File: config.mk
export PLATFORM = sky130hd
export DESIGN_NAME = cmdseq_top
export DESIGN_NICKNAME = d
export VERILOG_FILES = /design/src/rtl/cmdseq_pkg.sv /design/src/rtl/cmdseq_fsm.sv /design/src/rtl/cmdseq_idmux.sv /design/src/rtl/cmdseq_top.sv
export SDC_FILE = /design/constraint.sdc
export NUM_CORES = 1
export LEC_CHECK = 0
export ABC_AREA = 1
export BUFFER_PORTS_ARGS = -buffer_cell sky130_fd_sc_hd__buf_2
export CORE_MARGIN = 10
export CORE_UTILIZATION = 40
export CTS_CLUSTER_DIAMETER = 60
export DETAILED_ROUTE_END_ITERATION = 8
export PLACE_DENSITY = 0.75
export SYNTH_ARGS = -nofsm -noshare
export SYNTH_HDL_FRONTEND = slang
export SYNTH_SLANG_ARGS = --single-unit
export TNS_END_PERCENT = 10
File: constraint.sdc
create_clock -name clk -period 1.11 [get_ports clk]
set_input_delay 0.111 -clock clk [delete_from_list [all_inputs] [get_ports clk]]
set_output_delay 0.111 -clock clk [all_outputs]
set_load 0.02 [all_outputs]
File: src/rtl/cmdseq_pkg.sv
package cmdseq_pkg;

  localparam int CMD_AW = 15;

  localparam logic [CMD_AW-1:0] KEY_ADDR_A = 15'h5555;
  localparam logic [CMD_AW-1:0] KEY_ADDR_B = 15'h2AAA;

  localparam logic [7:0] KEY_BYTE_1  = 8'hAA;
  localparam logic [7:0] KEY_BYTE_2  = 8'h55;
  localparam logic [7:0] OP_PROGRAM  = 8'hA0;
  localparam logic [7:0] OP_ERASE    = 8'h80;
  localparam logic [7:0] OP_ID_ENTER = 8'h90;
  localparam logic [7:0] OP_ID_LEAVE = 8'hF0;
  localparam logic [7:0] OP_CHIP     = 8'h10;
  localparam logic [7:0] OP_SECTOR   = 8'h30;

  typedef enum logic [2:0] {
    ST_IDLE,
    ST_UNL1,
    ST_UNL2,
    ST_PROG,
    ST_ER1,
    ST_ER2,
    ST_ER3
  } step_t;

endpackage

File: src/rtl/cmdseq_fsm.sv
module cmdseq_fsm
  import cmdseq_pkg::*;
#(
  parameter int AW       = 19,
  parameter int SECT_LSB = 12
) (
  input  logic          clk,
  input  logic          rst,
  input  logic          wr_en,
  input  logic [AW-1:0] wr_addr,
  input  logic [7:0]    wr_data,
  input  logic          busy,
  output logic          id_mode,
  output logic          prog_req,
  output logic          sec_erase_req,
  output logic          chip_erase_req,
  output logic [AW-1:0] op_addr,
  output logic [7:0]    op_data
);

  step_t         st_q, st_n;
  logic          id_q, id_n;
  logic          p_n, s_n, c_n;
  logic [AW-1:0] oa_n;
  logic [7:0]    od_n;
  logic          acc, hit_a, hit_b;

  assign acc   = wr_en && !busy;
  assign hit_a = (wr_addr[CMD_AW-1:0] == KEY_ADDR_A);
  assign hit_b = (wr_addr[CMD_AW-1:0] == KEY_ADDR_B);

  always_comb begin
    st_n = st_q;
    id_n = id_q;
    p_n  = 1'b0;
    s_n  = 1'b0;
    c_n  = 1'b0;
    oa_n = '0;
    od_n = '0;
    if (acc) begin
      // default outcome of an accepted write: back to idle, plain reads
      st_n = ST_IDLE;
      id_n = 1'b0;
      unique case (st_q)
        ST_IDLE: if (hit_a && wr_data == KEY_BYTE_1) begin
          st_n = ST_UNL1;
          id_n = id_q;
        end
        ST_UNL1: if (hit_b && wr_data == KEY_BYTE_2) begin
          st_n = ST_UNL2;
          id_n = id_q;
        end
        ST_UNL2: if (hit_a) begin
          if (wr_data == OP_PROGRAM) begin
            st_n = ST_PROG;
            id_n = id_q;
          end else if (wr_data == OP_ERASE) begin
            st_n = ST_ER1;
            id_n = id_q;
          end else if (wr_data == OP_ID_ENTER) begin
            id_n = 1'b1;
          end
        end
        ST_PROG: begin
          p_n  = 1'b1;
          oa_n = wr_addr;
          od_n = wr_data;
        end
        ST_ER1: if (hit_a && wr_data == KEY_BYTE_1) begin
          st_n = ST_ER2;
          id_n = id_q;
        end
        ST_ER2: if (hit_b && wr_data == KEY_BYTE_2) begin
          st_n = ST_ER3;
          id_n = id_q;
        end
        ST_ER3: begin
          if (hit_a && wr_data == OP_CHIP) begin
            c_n = 1'b1;
          end else if (wr_data == OP_SECTOR) begin
            s_n  = 1'b1;
            oa_n = {wr_addr[AW-1:SECT_LSB], {SECT_LSB{1'b0}}};
          end
        end
        default: ;
      endcase
    end
  end

  always_ff @(posedge clk) begin
    if (rst) begin
      st_q           <= ST_IDLE;
      id_q           <= 1'b0;
      prog_req       <= 1'b0;
      sec_erase_req  <= 1'b0;
      chip_erase_req <= 1'b0;
      op_addr        <= '0;
      op_data        <= '0;
    end else begin
      st_q           <= st_n;
      id_q           <= id_n;
      prog_req       <= p_n;
      sec_erase_req  <= s_n;
      chip_erase_req <= c_n;
      op_addr        <= oa_n;
      op_data        <= od_n;
    end
  end

  assign id_mode = id_q;

  AST_RESET_IDLE: assert property (@(posedge clk) rst |=> (!id_q && st_q == ST_IDLE));
  AST_BUSY_FREEZE: assert property (@(posedge clk) disable iff (rst)
    (wr_en && busy) |=> (st_q == $past(st_q) && id_q == $past(id_q)
                         && !prog_req && !sec_erase_req && !chip_erase_req));
  AST_ENTRY_SETS: assert property (@(posedge clk) disable iff (rst)
    (acc && st_q == ST_UNL2 && hit_a && wr_data == OP_ID_ENTER) |=> id_q);
  AST_ABORT_IDLE: assert property (@(posedge clk) disable iff (rst)
    (acc && st_q == ST_UNL1 && !(hit_b && wr_data == KEY_BYTE_2))
      |=> (st_q == ST_IDLE && !id_q && !prog_req));
  AST_REQ_EXCL: assert property (@(posedge clk) disable iff (rst)
    $onehot0({prog_req, sec_erase_req, chip_erase_req}));
  AST_REQ_PULSE: assert property (@(posedge clk) disable iff (rst)
    (prog_req || sec_erase_req || chip_erase_req)
      |=> !(prog_req || sec_erase_req || chip_erase_req));

endmodule

File: src/rtl/cmdseq_idmux.sv
module cmdseq_idmux
  import cmdseq_pkg::*;
#(
  parameter int         AW       = 19,
  parameter logic [7:0] MFR_CODE = 8'h7F,
  parameter logic [7:0] EXT_CODE = 8'h1F,
  parameter logic [7:0] DEV_CODE = 8'hB7
) (
  input  logic          clk,
  input  logic          rst,
  input  logic          id_mode,
  input  logic [AW-1:0] rd_addr,
  input  logic [7:0]    arr_data,
  output logic [7:0]    rd_data
);

  logic [CMD_AW-1:0] ofs;
  logic [7:0]        id_byte;

  assign ofs = rd_addr[CMD_AW-1:0];

  always_comb begin
    unique case (ofs)
      15'h0000: id_byte = MFR_CODE;
      15'h0003: id_byte = MFR_CODE;
      15'h0040: id_byte = EXT_CODE;
      15'h0001: id_byte = DEV_CODE;
      default:  id_byte = 8'h00;
    endcase
  end

  always_ff @(posedge clk) begin
    if (rst) rd_data <= '0;
    else     rd_data <= id_mode ? id_byte : arr_data;
  end

  AST_RD_ARRAY: assert property (@(posedge clk) disable iff (rst)
    !id_mode |=> (rd_data == $past(arr_data)));
  AST_RD_RESET: assert property (@(posedge clk) rst |=> (rd_data == 8'h00));

endmodule

File: src/rtl/cmdseq_top.sv
module cmdseq_top #(
  parameter int         AW       = 19,
  parameter int         SECT_LSB = 12,
  parameter logic [7:0] DEV_CODE = 8'hB7
) (
  input  logic          clk,
  input  logic          rst,
  input  logic          wr_en,
  input  logic [AW-1:0] wr_addr,
  input  logic [7:0]    wr_data,
  input  logic          busy,
  input  logic [AW-1:0] rd_addr,
  input  logic [7:0]    arr_data,
  output logic [7:0]    rd_data,
  output logic          id_mode,
  output logic          prog_req,
  output logic          sec_erase_req,
  output logic          chip_erase_req,
  output logic [AW-1:0] op_addr,
  output logic [7:0]    op_data
);

  logic id_flag;

  cmdseq_fsm #(.AW(AW), .SECT_LSB(SECT_LSB)) u_fsm (
    .clk            (clk),
    .rst            (rst),
    .wr_en          (wr_en),
    .wr_addr        (wr_addr),
    .wr_data        (wr_data),
    .busy           (busy),
    .id_mode        (id_flag),
    .prog_req       (prog_req),
    .sec_erase_req  (sec_erase_req),
    .chip_erase_req (chip_erase_req),
    .op_addr        (op_addr),
    .op_data        (op_data)
  );

  cmdseq_idmux #(.AW(AW), .DEV_CODE(DEV_CODE)) u_mux (
    .clk      (clk),
    .rst      (rst),
    .id_mode  (id_flag),
    .rd_addr  (rd_addr),
    .arr_data (arr_data),
    .rd_data  (rd_data)
  );

  assign id_mode = id_flag;

endmodule

==> results_dict.tcl <==
set metrics [dict create \
    status "finished with violations" \
    violations "negative setup slack" \
    hold_buffers 0 \
    drc 0 \
    antenna_found_initial 0 \
    multi_input_area_um2 901 \
    drtIter0Drc 81 \
    synth_cell_types 20 \
    setup_viol 35 \
    cp_max_fo 6 \
    antenna_cells 0 \
    hold_viol_final 0 \
    period_minus_slack_ns 1.25 \
    yosysSeqAreaShare 0.447 \
    grt_pass1_wl_mm 9.17 \
    avgViaCountPerCell 4.57 \
    rsz0062_at_grt "yes" \
    end_kind "flip-flop" \
    die_x_um 88.6 \
    worstHoldPathType "input port to flip-flop" \
    area_growth_pct 57.7 \
    fmaxAchievable_mhz 797 \
    powerDensity_nw_per_um2 1150 \
    nFillCells 385 \
    synthCells 271 \
    seqCellArea_um2 853 \
    cts_tree "yes" \
    drtPass1Iterations 6 \
    final_nets 471 \
    setup_tns_ns -2.00 \
    cts_root_buf "clkbuf_8" \
    start_util 0.423 \
    ys_warn_count 0 \
    place_congestion 0.831 \
    cts_buffers 5 \
    critical_path_required_ns 1.34 \
    ios 97 \
    grt.overflow.total 0 \
    start_kind "flip-flop" \
    syn_area_um2 1880 \
    ir_drop_uv 506 \
    rows 24 \
    cts.sinks 42 \
    clk_latency_ns 0.29 \
    core_area_um2 4440 \
    io_buffers 92 \
    synth_nets 329 \
    finalWorstSetupSlack_ns -0.144 \
    clk_pin_slew_ns 0.08 \
    pre_cts_ws_ns -0.170 \
    grt_pass1_vias 2158 \
    cts_max_level 2 \
    finalClockSkew_ns 0.00645 \
    post-route-period-util 1.13 \
    wl_mm 5.71 \
    clk_path_buf_depth 2 \
    synth.avg_cell_area_um2 6.94 \
    drive_gt1_frac 0.461 \
    dieArea_um2 7850 \
    place_hpwl_mm 4.60 \
    grt_max_degree 18 \
    die_y_um 88.6 \
    leakage_nw 1.60 \
    slew_viol_final 0 \
    tightest_slew_ns 0.378 \
    ys_ff_latch 42 \
    vias 2129 \
    critical_path_arrival_ns 1.48 \
    post_drt_wl_per_cell_um 12.3 \
    maxCapViolations 0 \
    critPathKind "flip-flop to flip-flop" \
    grt_usage 0.145 \
    slew_headroom 0.746 \
    ant_nets 0 \
]
## cells by family after synthesis
| family | after synthesis | share of synthesized area |
|---|---|---|
| and+or+nand+nor | 167 | 0.414 |
| buffers and inverters | 53 | 0.114 |
| DFF | 42 | 0.447 |
| AOI/OAI and AO/OA | 9 | 0.0246 |
## metrics by stage
step / area [um^2] / util / hold WS (ns) / total power [mW] / instances
finish: 2970 / 0.668 / 0.0407 / 3.42 / 466
global route: 2970 / 0.668 / 0.0455 / 3.57 / 466
CTS: 2910 / 0.654 / 0.0378 / 3.44 / 466
detailed placement: 2740 / 0.617 / 0.345 / 1.99 / 457
global placement: 2740 / 0.617 / 0.347 / 1.98 / 457
floorplan: 1900 / - / 0.223 / 1.72 / 271
## cell usage after synthesis
cell | count | area share
nor2_4 | 2 | 0.012
a31oi_1 | 1 | 0.0033
buf_6 | 2 | 0.012
nor4_1 | 1 | 0.0033
a21oi_1 | 8 | 0.021
nor2_2 | 11 | 0.037
nand2_1 | 65 | 0.13
nor3_2 | 5 | 0.027
buf_2 | 1 | 0.0027
nor2_1 | 50 | 0.10
and2_1 | 1 | 0.0033
inv_1 | 44 | 0.088
nand3_1 | 17 | 0.045
nand3b_1 | 3 | 0.012
nor4_2 | 1 | 0.0066
nor3_1 | 4 | 0.011
nand4_1 | 6 | 0.020
inv_2 | 6 | 0.012
dfxtp_1 | 42 | 0.45
nor3_4 | 1 | 0.0086
## report_power, final
group	internal (mW)	leakage [nW]	switching, mW
Sequential	1.52	0.343	0.00620
Clock	0.959	0.0714	0.503
Combinational	0.215	1.19	0.218
## timing repair
| action | 4_1_cts | 5_1_grt |
|---|---|---|
| resized for setup | 6 | 15 |
| buffers inserted | 1 | 0 |
| pin swaps | 4 | 13 |
| endpoints found under the setup margin | 36 | 40 |
## cells in the final DEF (no fill, tap or decap), drive strengths merged
cell / instances
clkbuf: 6
nor4: 2
nand2: 65
nand3: 17
nor2: 63
and2: 1
a31oi: 1
bufinv: 2
nor3: 10
dfxtp: 42
a21oi: 8
nand4: 6
buf: 138
inv: 50
nand3b: 3
## routing by layer
metal,up-vias,share of wire,GRT usage,wire [um]
li1,1108,-,-,-
met1,930,0.37,0.143,2140
met2,81,0.51,0.263,2900
met3,10,0.10,0.0588,569
met4,0,0.018,0.0631,105
met5,-,0,0,0
## sequential cells by signal, summed over array words and instances, names as in the netlist
register and cells:
u_mux.rd_data 8, u_fsm.op_addr 19, u_fsm.sec_erase_req 1, u_fsm.id_mode 1, u_fsm.op_data 8, u_fsm.st_q 3, u_fsm.prog_req 1, u_fsm.chip_erase_req 1
## cell type report
class / count / share of cell area
Multi-Input combinational cell: 176 / 0.304
Sequential cell: 42 / 0.288
Timing Repair Buffer: 138 / 0.272
Inverter: 50 / 0.0675
Clock buffer: 6 / 0.0278
Tap cell: 52 / 0.0219
Clock inverter: 2 / 0.0202
## critical path: stages (launching register included)
cell	delay, ns
dfxtp_4	0.39
nor2_4	0.10
nand3_2	0.09
nor2_4	0.15
buf_4	0.12
nand3_1	0.08
nand3_1	0.08
nand2_1	0.06
a21oi_2	0.13
## path summary, 6_finish.rpt
check | slack [ns] | from | cells past startpoint | to
worst min-delay path | 0.04 | wr_addr[18] | 3 | u_fsm.op_addr[18]
worst min register to register | 0.51 | u_fsm.st_q[2] | 2 | u_fsm.st_q[2]
worst max-delay path | -0.14 | u_fsm.st_q[1] | 8 | u_fsm.st_q[2]
worst max register to register | -0.14 | u_fsm.st_q[1] | 8 | u_fsm.st_q[2]
Power figures use the tool's default switching activity.
